===== config.mk =====
export PLATFORM = sky130hd
export DESIGN_NAME = bus_shutdown_ctrl
export DESIGN_NICKNAME = d
export VERILOG_FILES = /design/src/rtl/shdn_pkg.sv /design/src/rtl/pin_sync.sv /design/src/rtl/shdn_core.sv /design/src/rtl/shdn_regs.sv /design/src/rtl/bus_shutdown_ctrl.sv
export SDC_FILE = /design/constraint.sdc
export NUM_CORES = 1
export LEC_CHECK = 0
export ABC_CLOCK_PERIOD_IN_PS = 1200
export BUFFER_PORTS_ARGS = -buffer_cell sky130_fd_sc_hd__buf_2
export CORE_UTILIZATION = 35
export CTS_CLUSTER_SIZE = 30
export DETAILED_ROUTE_END_ITERATION = 6
export GPL_TIMING_DRIVEN = 1
export HOLD_SLACK_MARGIN = 0.03
export PLACE_DENSITY = 0.67
export SYNTH_ARGS = -nofsm -noshare
export SYNTH_HDL_FRONTEND = slang
export SYNTH_HIERARCHICAL = 1
export SYNTH_SLANG_ARGS = --single-unit

===== constraint.sdc =====
create_clock -name clk -period 1.2 [get_ports clk]
set_input_delay 0.18 -clock clk [delete_from_list [all_inputs] [get_ports clk]]
set_output_delay 0.18 -clock clk [all_outputs]
set_load 0.02 [all_outputs]

===== src/rtl/shdn_pkg.sv =====
// Package: shared field positions and the control register type for the
// shutdown controller. Assumes DATA_W of the register port is at least 3.
package shdn_pkg;

    localparam int CTRL_HW_EN  = 0;
    localparam int CTRL_SW     = 1;
    localparam int CTRL_IRQ_EN = 2;

    localparam int STAT_FLAG   = 0;
    localparam int STAT_LEVEL  = 1;
    localparam int STAT_HW     = 2;

    typedef struct packed {
        logic irq_en;
        logic sw_shdn;
        logic hw_en;
    } ctrl_t;

endpackage


===== src/rtl/pin_sync.sv =====
// Module: pin_sync
// Brings an asynchronous pin into the clock domain through a flop chain and
// produces one-clock pulses on each level change of the synchronised value.
// Assumes STAGES >= 2; RST_VAL is the idle level of the pin.
module pin_sync #(
    parameter int   STAGES  = 2,
    parameter logic RST_VAL = 1'b1
) (
    input  logic clk,
    input  logic rst_n,
    input  logic pin,
    output logic level,
    output logic fall,
    output logic rise
);

    logic [STAGES-1:0] chain_q;
    logic              prev_q;

    // Shift the pin through the chain and keep the last synchronised level.
    always_ff @(posedge clk) begin
        if (!rst_n) begin
            chain_q <= {STAGES{RST_VAL}};
            prev_q  <= RST_VAL;
        end else begin
            chain_q <= {chain_q[STAGES-2:0], pin};
            prev_q  <= chain_q[STAGES-1];
        end
    end

    assign level = chain_q[STAGES-1];
    assign fall  = prev_q & ~level;
    assign rise  = ~prev_q & level;

endmodule


===== src/rtl/shdn_core.sv =====
// Module: shdn_core
// Holds the hardware-shutdown state. It enters on a falling edge while the
// enable bit is armed and leaves on a rising edge or when firmware disarms.
// Assumes edge inputs are single-clock pulses from pin_sync.
module shdn_core (
    input  logic clk,
    input  logic rst_n,
    input  logic hw_en,
    input  logic pd_fall,
    input  logic pd_rise,
    input  logic en_off_wr,
    output logic hw_shdn
);

    logic hw_shdn_q;

    // Track hardware shutdown; release conditions take priority over entry.
    always_ff @(posedge clk) begin
        if (!rst_n) begin
            hw_shdn_q <= 1'b0;
        end else if (pd_rise || en_off_wr) begin
            hw_shdn_q <= 1'b0;
        end else if (pd_fall && hw_en) begin
            hw_shdn_q <= 1'b1;
        end
    end

    assign hw_shdn = hw_shdn_q;

endmodule


===== src/rtl/shdn_regs.sv =====
// Module: shdn_regs
// Control and status registers: the enable, software-shutdown and interrupt
// enable bits with their automatic clears, plus the sticky shutdown flag and
// its read-then-write-zero clear. Read data is combinational.
// Assumes DATA_W >= 3.
module shdn_regs
    import shdn_pkg::*;
#(
    parameter int ADDR_W    = 2,
    parameter int DATA_W    = 8,
    parameter int CTRL_ADDR = 0,
    parameter int STAT_ADDR = 1
) (
    input  logic              clk,
    input  logic              rst_n,
    input  logic              wr_en,
    input  logic              rd_en,
    input  logic [ADDR_W-1:0] addr,
    input  logic [DATA_W-1:0] wdata,
    input  logic              pd_fall,
    input  logic              pd_rise,
    input  logic              pd_level,
    input  logic              bus_rst_act,
    input  logic              hw_shdn,
    output ctrl_t             ctrl,
    output logic              flag,
    output logic              en_off_wr,
    output logic [DATA_W-1:0] rdata
);

    localparam logic [ADDR_W-1:0] A_CTRL = ADDR_W'(CTRL_ADDR);
    localparam logic [ADDR_W-1:0] A_STAT = ADDR_W'(STAT_ADDR);

    ctrl_t ctrl_q;
    logic  flag_q;
    logic  armed_q;
    logic  wr_ctrl;
    logic  wr_stat;
    logic  rd_stat;

    assign wr_ctrl   = wr_en && (addr == A_CTRL);
    assign wr_stat   = wr_en && (addr == A_STAT);
    assign rd_stat   = rd_en && (addr == A_STAT);
    assign en_off_wr = wr_ctrl && !wdata[CTRL_HW_EN];

    // Control bits: firmware writes first, automatic clears override them.
    always_ff @(posedge clk) begin
        if (!rst_n) begin
            ctrl_q <= '0;
        end else begin
            if (wr_ctrl) begin
                ctrl_q.irq_en  <= wdata[CTRL_IRQ_EN];
                ctrl_q.hw_en   <= wdata[CTRL_HW_EN];
                ctrl_q.sw_shdn <= wdata[CTRL_SW] & ~wdata[CTRL_HW_EN];
            end
            if (pd_rise) begin
                ctrl_q.hw_en <= 1'b0;
            end
            if (bus_rst_act) begin
                ctrl_q.sw_shdn <= 1'b0;
            end
        end
    end

    // Sticky flag with read-qualified clear; a new falling edge re-arms it.
    always_ff @(posedge clk) begin
        if (!rst_n) begin
            flag_q  <= 1'b0;
            armed_q <= 1'b0;
        end else if (pd_fall) begin
            flag_q  <= 1'b1;
            armed_q <= 1'b0;
        end else if (wr_stat && !wdata[STAT_FLAG] && armed_q) begin
            flag_q  <= 1'b0;
            armed_q <= 1'b0;
        end else if (rd_stat && flag_q) begin
            armed_q <= 1'b1;
        end
    end

    // Read multiplexer for the two registers.
    always_comb begin
        rdata = '0;
        if (addr == A_CTRL) begin
            rdata[CTRL_HW_EN]  = ctrl_q.hw_en;
            rdata[CTRL_SW]     = ctrl_q.sw_shdn;
            rdata[CTRL_IRQ_EN] = ctrl_q.irq_en;
        end else if (addr == A_STAT) begin
            rdata[STAT_FLAG]   = flag_q;
            rdata[STAT_LEVEL]  = pd_level;
            rdata[STAT_HW]     = hw_shdn;
        end
    end

    assign ctrl = ctrl_q;
    assign flag = flag_q;

endmodule


===== src/rtl/bus_shutdown_ctrl.sv =====
// Module: bus_shutdown_ctrl (top)
// Synchronises the power-down and bus reset pins, runs the hardware-shutdown
// state, and combines both shutdown paths with the bus reset into the
// interface reset. Assumes both pins idle high and SYNC_STAGES >= 2.
module bus_shutdown_ctrl
    import shdn_pkg::*;
#(
    parameter int SYNC_STAGES = 2,
    parameter int ADDR_W      = 2,
    parameter int DATA_W      = 8,
    parameter int CTRL_ADDR   = 0,
    parameter int STAT_ADDR   = 1
) (
    input  logic              clk,
    input  logic              rst_n,
    input  logic              pd_pin_n,
    input  logic              bus_rst_n,
    input  logic              reg_wr_en,
    input  logic              reg_rd_en,
    input  logic [ADDR_W-1:0] reg_addr,
    input  logic [DATA_W-1:0] reg_wdata,
    output logic [DATA_W-1:0] reg_rdata,
    output logic              if_rst_n,
    output logic              shdn_irq
);

    localparam int NPINS = 2;

    logic [NPINS-1:0] pin_in;
    logic [NPINS-1:0] pin_lvl;
    logic [NPINS-1:0] pin_fall;
    logic [NPINS-1:0] pin_rise;

    logic  pd_level;
    logic  pd_fall;
    logic  pd_rise;
    logic  bus_rst_act;
    logic  hw_shdn;
    logic  flag;
    logic  en_off_wr;
    ctrl_t ctrl_q;

    assign pin_in = {bus_rst_n, pd_pin_n};

    // One synchroniser per incoming pin, both idling high.
    for (genvar g = 0; g < NPINS; g++) begin : g_sync
        pin_sync #(
            .STAGES (SYNC_STAGES),
            .RST_VAL(1'b1)
        ) i_sync (
            .clk  (clk),
            .rst_n(rst_n),
            .pin  (pin_in[g]),
            .level(pin_lvl[g]),
            .fall (pin_fall[g]),
            .rise (pin_rise[g])
        );
    end

    assign pd_level    = pin_lvl[0];
    assign pd_fall     = pin_fall[0];
    assign pd_rise     = pin_rise[0];
    assign bus_rst_act = ~pin_lvl[1];

    shdn_core i_core (
        .clk      (clk),
        .rst_n    (rst_n),
        .hw_en    (ctrl_q.hw_en),
        .pd_fall  (pd_fall),
        .pd_rise  (pd_rise),
        .en_off_wr(en_off_wr),
        .hw_shdn  (hw_shdn)
    );

    shdn_regs #(
        .ADDR_W   (ADDR_W),
        .DATA_W   (DATA_W),
        .CTRL_ADDR(CTRL_ADDR),
        .STAT_ADDR(STAT_ADDR)
    ) i_regs (
        .clk        (clk),
        .rst_n      (rst_n),
        .wr_en      (reg_wr_en),
        .rd_en      (reg_rd_en),
        .addr       (reg_addr),
        .wdata      (reg_wdata),
        .pd_fall    (pd_fall),
        .pd_rise    (pd_rise),
        .pd_level   (pd_level),
        .bus_rst_act(bus_rst_act),
        .hw_shdn    (hw_shdn),
        .ctrl       (ctrl_q),
        .flag       (flag),
        .en_off_wr  (en_off_wr),
        .rdata      (reg_rdata)
    );

    assign if_rst_n = ~(hw_shdn | ctrl_q.sw_shdn | bus_rst_act);
    assign shdn_irq = flag & ctrl_q.irq_en;

endmodule


==> qor_table.md, run 1 <==
| Step | Metric | Reported |
| --- | --- | --- |
| run status | Outcome | finished, final reports clean |
| cts | TritonCTS clock tree | yes |
| timing | Hold slack final | 0.0970 ns |
| detailed routing | 1st-iter DRT viols | 8 |
| detailed routing | Total iterations of the first detailed-routing run | 4 |
| setup path | Critical Path Start Type | register |
| min path | Worst hold-check path type | in -> reg |
| floorplanning | Area of the die | 0.00170 mm^2 |
| power | Worst voltage drop across the vdd grid | 686 uV |
| detailed routing | DRC violations left | 0 |
| floorplanning | Total number of placement rows | 13 |
| floorplanning | Top-level port count | 26 |
| timing | Fin crit period | 1.12 ns |
| grt | Global-route met2 utilization | 0.199 |
| place | Number of placed cells counting well taps | 82 |
| finish | Non-filler cells in the finished layout | 86 |
| logic synthesis | Mean Syn Cell Area | 10.2 um^2 |
| timing | Final count of negative-setup-slack endpoints | 0 |
| cts | CTS hold repair buffers | 0 |
| detailed routing | Detail-routed net length per standard cell | 10.4 um |
| cts | Clock slew at reported path FFs | 0.07 ns |
| finish | Layout Nets | 88 |
| setup path | CP Max Fanout | 4 |
| finish | Fraction of final layout cells with drive strength greater than 1 | 0.394 |
| cts | Deepest clock path buffer count | 2 |
| timing | Accumulated negative setup slack | 0 ns |
| finish | Cell area after layout | 643 um^2 |
| setup path | Required time at the endpoint of the critical path | 1.02 ns |
| finish | Commonest cells after routing, fill and taps aside | sky130_fd_sc_hd__buf_2 (13), sky130_fd_sc_hd__dfxtp_1 (7), sky130_fd_sc_hd__mux2i_1 (6) |
| logic synthesis | Cell area after synthesis | 539 um^2 |
| setup path | Endpoint kind of the worst setup timing path | primary output |
| floorplanning | Initial standard-cell utilization of the core | 0.395 |
| grt | Total congestion overflow after global routing | 0 |
| place | Number of input and output port buffers inserted | 15 |
| cts | Clock insertion delay at the later pin of the skew report | 0.26 ns |
| run | Max-capacitance violation count | 0 |
| cts | Root buffer cell | sky130_fd_sc_hd__clkbuf_4 |
| grt | Global router's overall resource usage | 0.119 |
| finish | Most common library cell in the layout ignoring fill and taps | sky130_fd_sc_hd__buf_2 |
| timing | Max-slew violations | 0 |
| cts | Setup bufs post-CTS | 0 |
| grt | Vias in the first global route | 310 |
| grt | Number of antenna violations at the first check in global routing | 0 |
| timing | Max Clk Rate | 894 MHz |
| finish | Area delta synth->final | 19.3% |
| timing | Setup repair after global routing missed its margin | false |
| timing | Final Hold Violating Endpoints | 0 |
| finish | Final antenna diode count | 0 |
| timing | Clock tree skew after final layout | 0.00463 ns |
| power | Final Total Pwr | 0.721 mW |
| place | Final estimated routing congestion in global placement | 0.663 |
| detailed routing | Final WL | 896 um |
| grt | Pin count of the biggest net entering global routing | 13 |
| setup path | Worst setup path class | reg -> out |
| cts | Sinks on Clock Net | 11 |
| detailed routing | Vias | 394 |
| cts | Cts bufs inserted | 3 |
| logic synthesis | Number of instances in the synthesized netlist | 53 |
| cts | Cts repair resizes | 0 |
| cts | Number of levels in the clock H-tree | 1 |
| timing | Part of the cycle the worst path needs | 0.932 |
| detailed routing | Ratio of routed vias to standard cells | 4.58 |
| power | Power density of the placed cells | 1120 mW/mm^2 |
| floorplanning | Die Span Y | 41.3 um |
| power | Leakage power | 0.283 nW |
| grt | Global Route met3 Usage | 0.0326 |
| logic synthesis | Synthesis warning total | 6 |
| place | HPWL Detailed | 687 um |
| grt | Global-route wire length before repair | 1.24 mm |
| floorplanning | Horizontal extent of the die | 41.3 um |
| setup path | Critical Path AT | 0.94 ns |
| place | Post-detailed-placement cell area | 607 um^2 |
| grt | Met1 Usage GRT | 0.131 |
| grt | GR peak layer | met2 |
| floorplanning | Core area | 0.00137 mm^2 |
| detailed routing | Post-DRT Antenna Nets | 0 |
## area by class of cell
| cell class | instances | area [um^2] |
|---|---|---|
| Timing Repair Buffer | 16 | 87.6 |
| Fill cell | 132 | 723 |
| Clock buffer | 4 | 26.3 |
| Multi-Input combinational cell | 38 | 278 |
| Inverter | 2 | 7.51 |
| Sequential cell | 11 | 225 |
| Tap cell | 15 | 18.8 |
## flip-flops by register name, indices dropped and copies added (netlist names)
register	cells
g_sync.i_sync/chain_q	4
i_regs/ctrl	3
g_sync.i_sync/prev_q	1
i_core/hw_shdn	1
i_regs/armed_q	1
i_regs/flag	1
## final timing paths
check                           slack [ns]                                endpoint  cells past startpoint                              startpoint
worst min register to register        0.41  g_sync[1].i_sync/chain_q[1]$_SDFF_PN1_                      1  g_sync[1].i_sync/chain_q[0]$_SDFF_PN1_
worst max-delay path                  0.08                            reg_rdata[0]                      3                i_regs/flag$_SDFFE_PN0P_
worst min-delay path                   0.1  g_sync[0].i_sync/chain_q[0]$_SDFF_PN1_                      2                                pd_pin_n
worst max register to register        0.20             i_core/hw_shdn$_SDFFE_PP0P_                      3      g_sync[0].i_sync/prev_q$_SDFF_PN1_
## where the power goes
group / total [mW] / switching, mW / internal (mW) / leakage (nW)
sequential: 0.386 / 0.00729 / 0.379 / 0.0910
combinational: 0.0972 / 0.0540 / 0.0432 / 0.177
clock: 0.238 / 0.109 / 0.128 / 0.0150
## metrics by stage
step	util	worst slack [ns]
6_report	0.471	0.0811
5_1_grt	0.471	0.00815
4_1_cts	0.463	0.0420
3_5_place_dp	0.444	0.133
3_3_place_gp	0.444	0.115
2_1_floorplan	-	0.226
## critical path: stages, from the launching register on
cell and delay, ns:
sky130_fd_sc_hd__dfxtp_2 0.33, sky130_fd_sc_hd__mux2i_1 0.14, sky130_fd_sc_hd__nor2_1 0.05, sky130_fd_sc_hd__buf_4 0.15
## metal layers
metal  share of wire  vias up  wire length [um]
li1                -      203                 -
met1            0.46      174               414
met2            0.48       15               426
met3           0.054        2                48
met4          0.0078        0                 7
met5               0        -                 0
Note: power is estimated with default switching activity, not from simulation.
==> inputs of run 2 (changes only) <==
--- a/config.mk
+++ b/config.mk
@@ -9,2 +9,3 @@
 export BUFFER_PORTS_ARGS = -buffer_cell sky130_fd_sc_hd__buf_2
+export CORE_MARGIN = 3
 export CORE_UTILIZATION = 35
--- a/constraint.sdc
+++ b/constraint.sdc
@@ -3,2 +3,2 @@
 set_output_delay 0.18 -clock clk [all_outputs]
-set_load 0.02 [all_outputs]
+set_load 0.05 [all_outputs]
==> qor_table.md, run 2 (synthesis gave the netlist of run 1 again) <==
| Step | Metric | Reported |
| --- | --- | --- |
| power | Comb power frac | 0.178 |
| cts | Number of levels in the clock H-tree | 1 |
| detailed routing | DRC violations left | 0 |
| timing | Fin crit period | 1.15 ns |
| timing | Final Hold Violating Endpoints | 0 |
| timing | Clock tree skew after final layout | 0.00321 ns |
| min path | Worst hold-check path type | in -> reg |
| timing | Final critical-path setup slack | 0.0459 ns |
| setup path | Critical Path Start Type | register |
| grt | Number of antenna violations at the first check in global routing | 0 |
| finish | Layout Nets | 87 |
| finish | Most common library cell in the layout ignoring fill and taps | sky130_fd_sc_hd__buf_2 |
| power | Worst voltage drop across the vdd grid | 680 uV |
| setup path | Critical Path AT | 0.97 ns |
| power | Internal cell power | 0.553 mW |
| floorplanning | Core area | 0.00137 mm^2 |
| finish | Area delta synth->final | 23.7% |
| detailed routing | 1st-iter DRT viols | 10 |
| floorplanning | Initial standard-cell utilization of the core | 0.395 |
| timing | Max Clk Rate | 867 MHz |
| cts | TritonCTS clock tree | yes |
| grt | Global-route wire length before repair | 1.66 mm |
| floorplanning | Total number of placement rows | 13 |
| cts | Clock insertion delay at the later pin of the skew report | 0.26 ns |
| setup path | Worst setup path class | reg -> out |
| timing | Hold slack final | 0.0955 ns |
| setup path | Required time at the endpoint of the critical path | 1.02 ns |
| floorplanning | Top-level port count | 26 |
| finish | Filler cell count in the final layout | 135 |
| cts | Cts bufs inserted | 3 |
| floorplanning | Horizontal extent of the die | 45.3 um |
| floorplanning | Area of the die | 0.00205 mm^2 |
| run status | Outcome | finished, final reports clean |
| place | Final estimated routing congestion in global placement | 0.669 |
| place | HPWL Detailed | 692 um |
| cts | Clock slew at reported path FFs | 0.07 ns |
| timing | Final count of negative-setup-slack endpoints | 0 |
| detailed routing | Total iterations of the first detailed-routing run | 4 |
| floorplanning | Die Span Y | 45.3 um |
| detailed routing | Vias | 397 |
| power | Leakage power | 0.280 nW |
| finish | Register with the highest flop count | g_sync.i_sync/chain_q |
| setup path | CP Max Fanout | 3 |
| power | Switching component of the power | 0.213 mW |
| detailed routing | Post-DRT Antenna Nets | 0 |
| finish | Commonest cells after routing, fill and taps aside | sky130_fd_sc_hd__buf_2 (10), sky130_fd_sc_hd__dfxtp_1 (6) |
| cts | Sinks on Clock Net | 11 |
| power | Share of total power in sequential cells | 0.504 |
| finish | Fraction of final layout cells with drive strength greater than 1 | 0.457 |
| finish | Area taken by flip-flops and latches | 226 um^2 |
| place | Placement Setup Slack | 0.0499 ns |
| grt | Vias in the first global route | 392 |
| setup path | Endpoint kind of the worst setup timing path | primary output |
| cts | Setup bufs post-CTS | 0 |
| cts | Deepest clock path buffer count | 2 |
| power | Final Total Pwr | 0.766 mW |
| cts | Root buffer cell | sky130_fd_sc_hd__clkbuf_4 |
| power | Proportion of total power due to net switching | 0.278 |
| detailed routing | Detail-routed net length per standard cell | 11.5 um |
| run | Max-capacitance violation count | 0 |
| grt | Global router's overall resource usage | 0.117 |
| power | Power density of the placed cells | 1150 mW/mm^2 |
| timing | Setup repair after global routing missed its margin | true |
| detailed routing | Ratio of routed vias to standard cells | 4.67 |
| finish | Final antenna diode count | 0 |
| detailed routing | Final WL | 974 um |
| finish | Flip-flop count of the largest register after layout | 4 |
| timing | Part of the cycle the worst path needs | 0.962 |
| place | Number of input and output port buffers inserted | 15 |
| finish | Combined area of the multi-input logic cells | 289 um^2 |
| power | Clock network power share | 0.318 |
| grt | Total congestion overflow after global routing | 0 |
| timing | Max-slew violations | 0 |
| grt | Pin count of the biggest net entering global routing | 13 |
run 2: changes by cell type in the layout (fill, tap and decap cells not counted), sizes merged:
cell and change:
buf -1
run 2: worst max-delay path: stages (launching register included):
cell and delay, ns:
sky130_fd_sc_hd__dfxtp_2 0.33, sky130_fd_sc_hd__nor3b_2 0.17, sky130_fd_sc_hd__buf_4 0.22
run 2: per-stage QoR:
| stage | util | std cells | setup TNS (ns) | instance area (um^2) |
|---|---|---|---|---|
| global placement | 0.444 | 81 | 0 | 607 |
| global route | 0.488 | 85 | -0.000979 | 667 |
| CTS | 0.478 | 85 | 0 | 653 |
| finish | 0.488 | 85 | 0 | 667 |
| detailed placement | 0.444 | 81 | 0 | 607 |
| floorplan | - | 57 | 0 | 562 |
run 2: final cells by class:
cell class                 instances  share of cell area
timing repair buffer              15               0.148
sequential                        11               0.340
tap                               15              0.0281
multi-input combinational         38               0.433
inverter                           2              0.0113
clock buffer                       4              0.0394
run 2: timing repair:
action / CTS / global route
endpoints found under the setup margin: 5 / 5
gates resized for setup: 7 / 7
hold buffers: 0 / 0
hold endpoints to repair: 0 / 0
run 2: power by group through the flow:
stage	Sequential (mW)	Clock (mW)	Combinational (mW)
2_1_floorplan	0.391	0	0.111
3_3_place_gp	0.393	0	0.128
3_5_place_dp	0.393	0	0.129
4_1_cts	0.385	0.258	0.134
5_1_grt	0.388	0.271	0.147
6_report	0.386	0.244	0.137
run 2: metal layers:
layer	global-route usage	routed length (um)	part of all wire
met5	0	0	0
met4	0.105	28	0.029
met1	0.134	445	0.46
met2	0.181	425	0.44
met3	0.0239	74	0.076
run 2: final timing paths:
kind	from	end	slack (ns)	depth (start not counted)
worst max-delay path	i_regs/ctrl[1]$_SDFFE_PP0P_	if_rst_n	0.05	2
worst min register to register	g_sync[1].i_sync/chain_q[0]$_SDFF_PN1_	g_sync[1].i_sync/chain_q[1]$_SDFF_PN1_	0.42	1
worst max register to register	g_sync[0].i_sync/prev_q$_SDFF_PN1_	i_core/hw_shdn$_SDFFE_PP0P_	0.27	3
worst min-delay path	pd_pin_n	g_sync[0].i_sync/chain_q[0]$_SDFF_PN1_	0.1	2
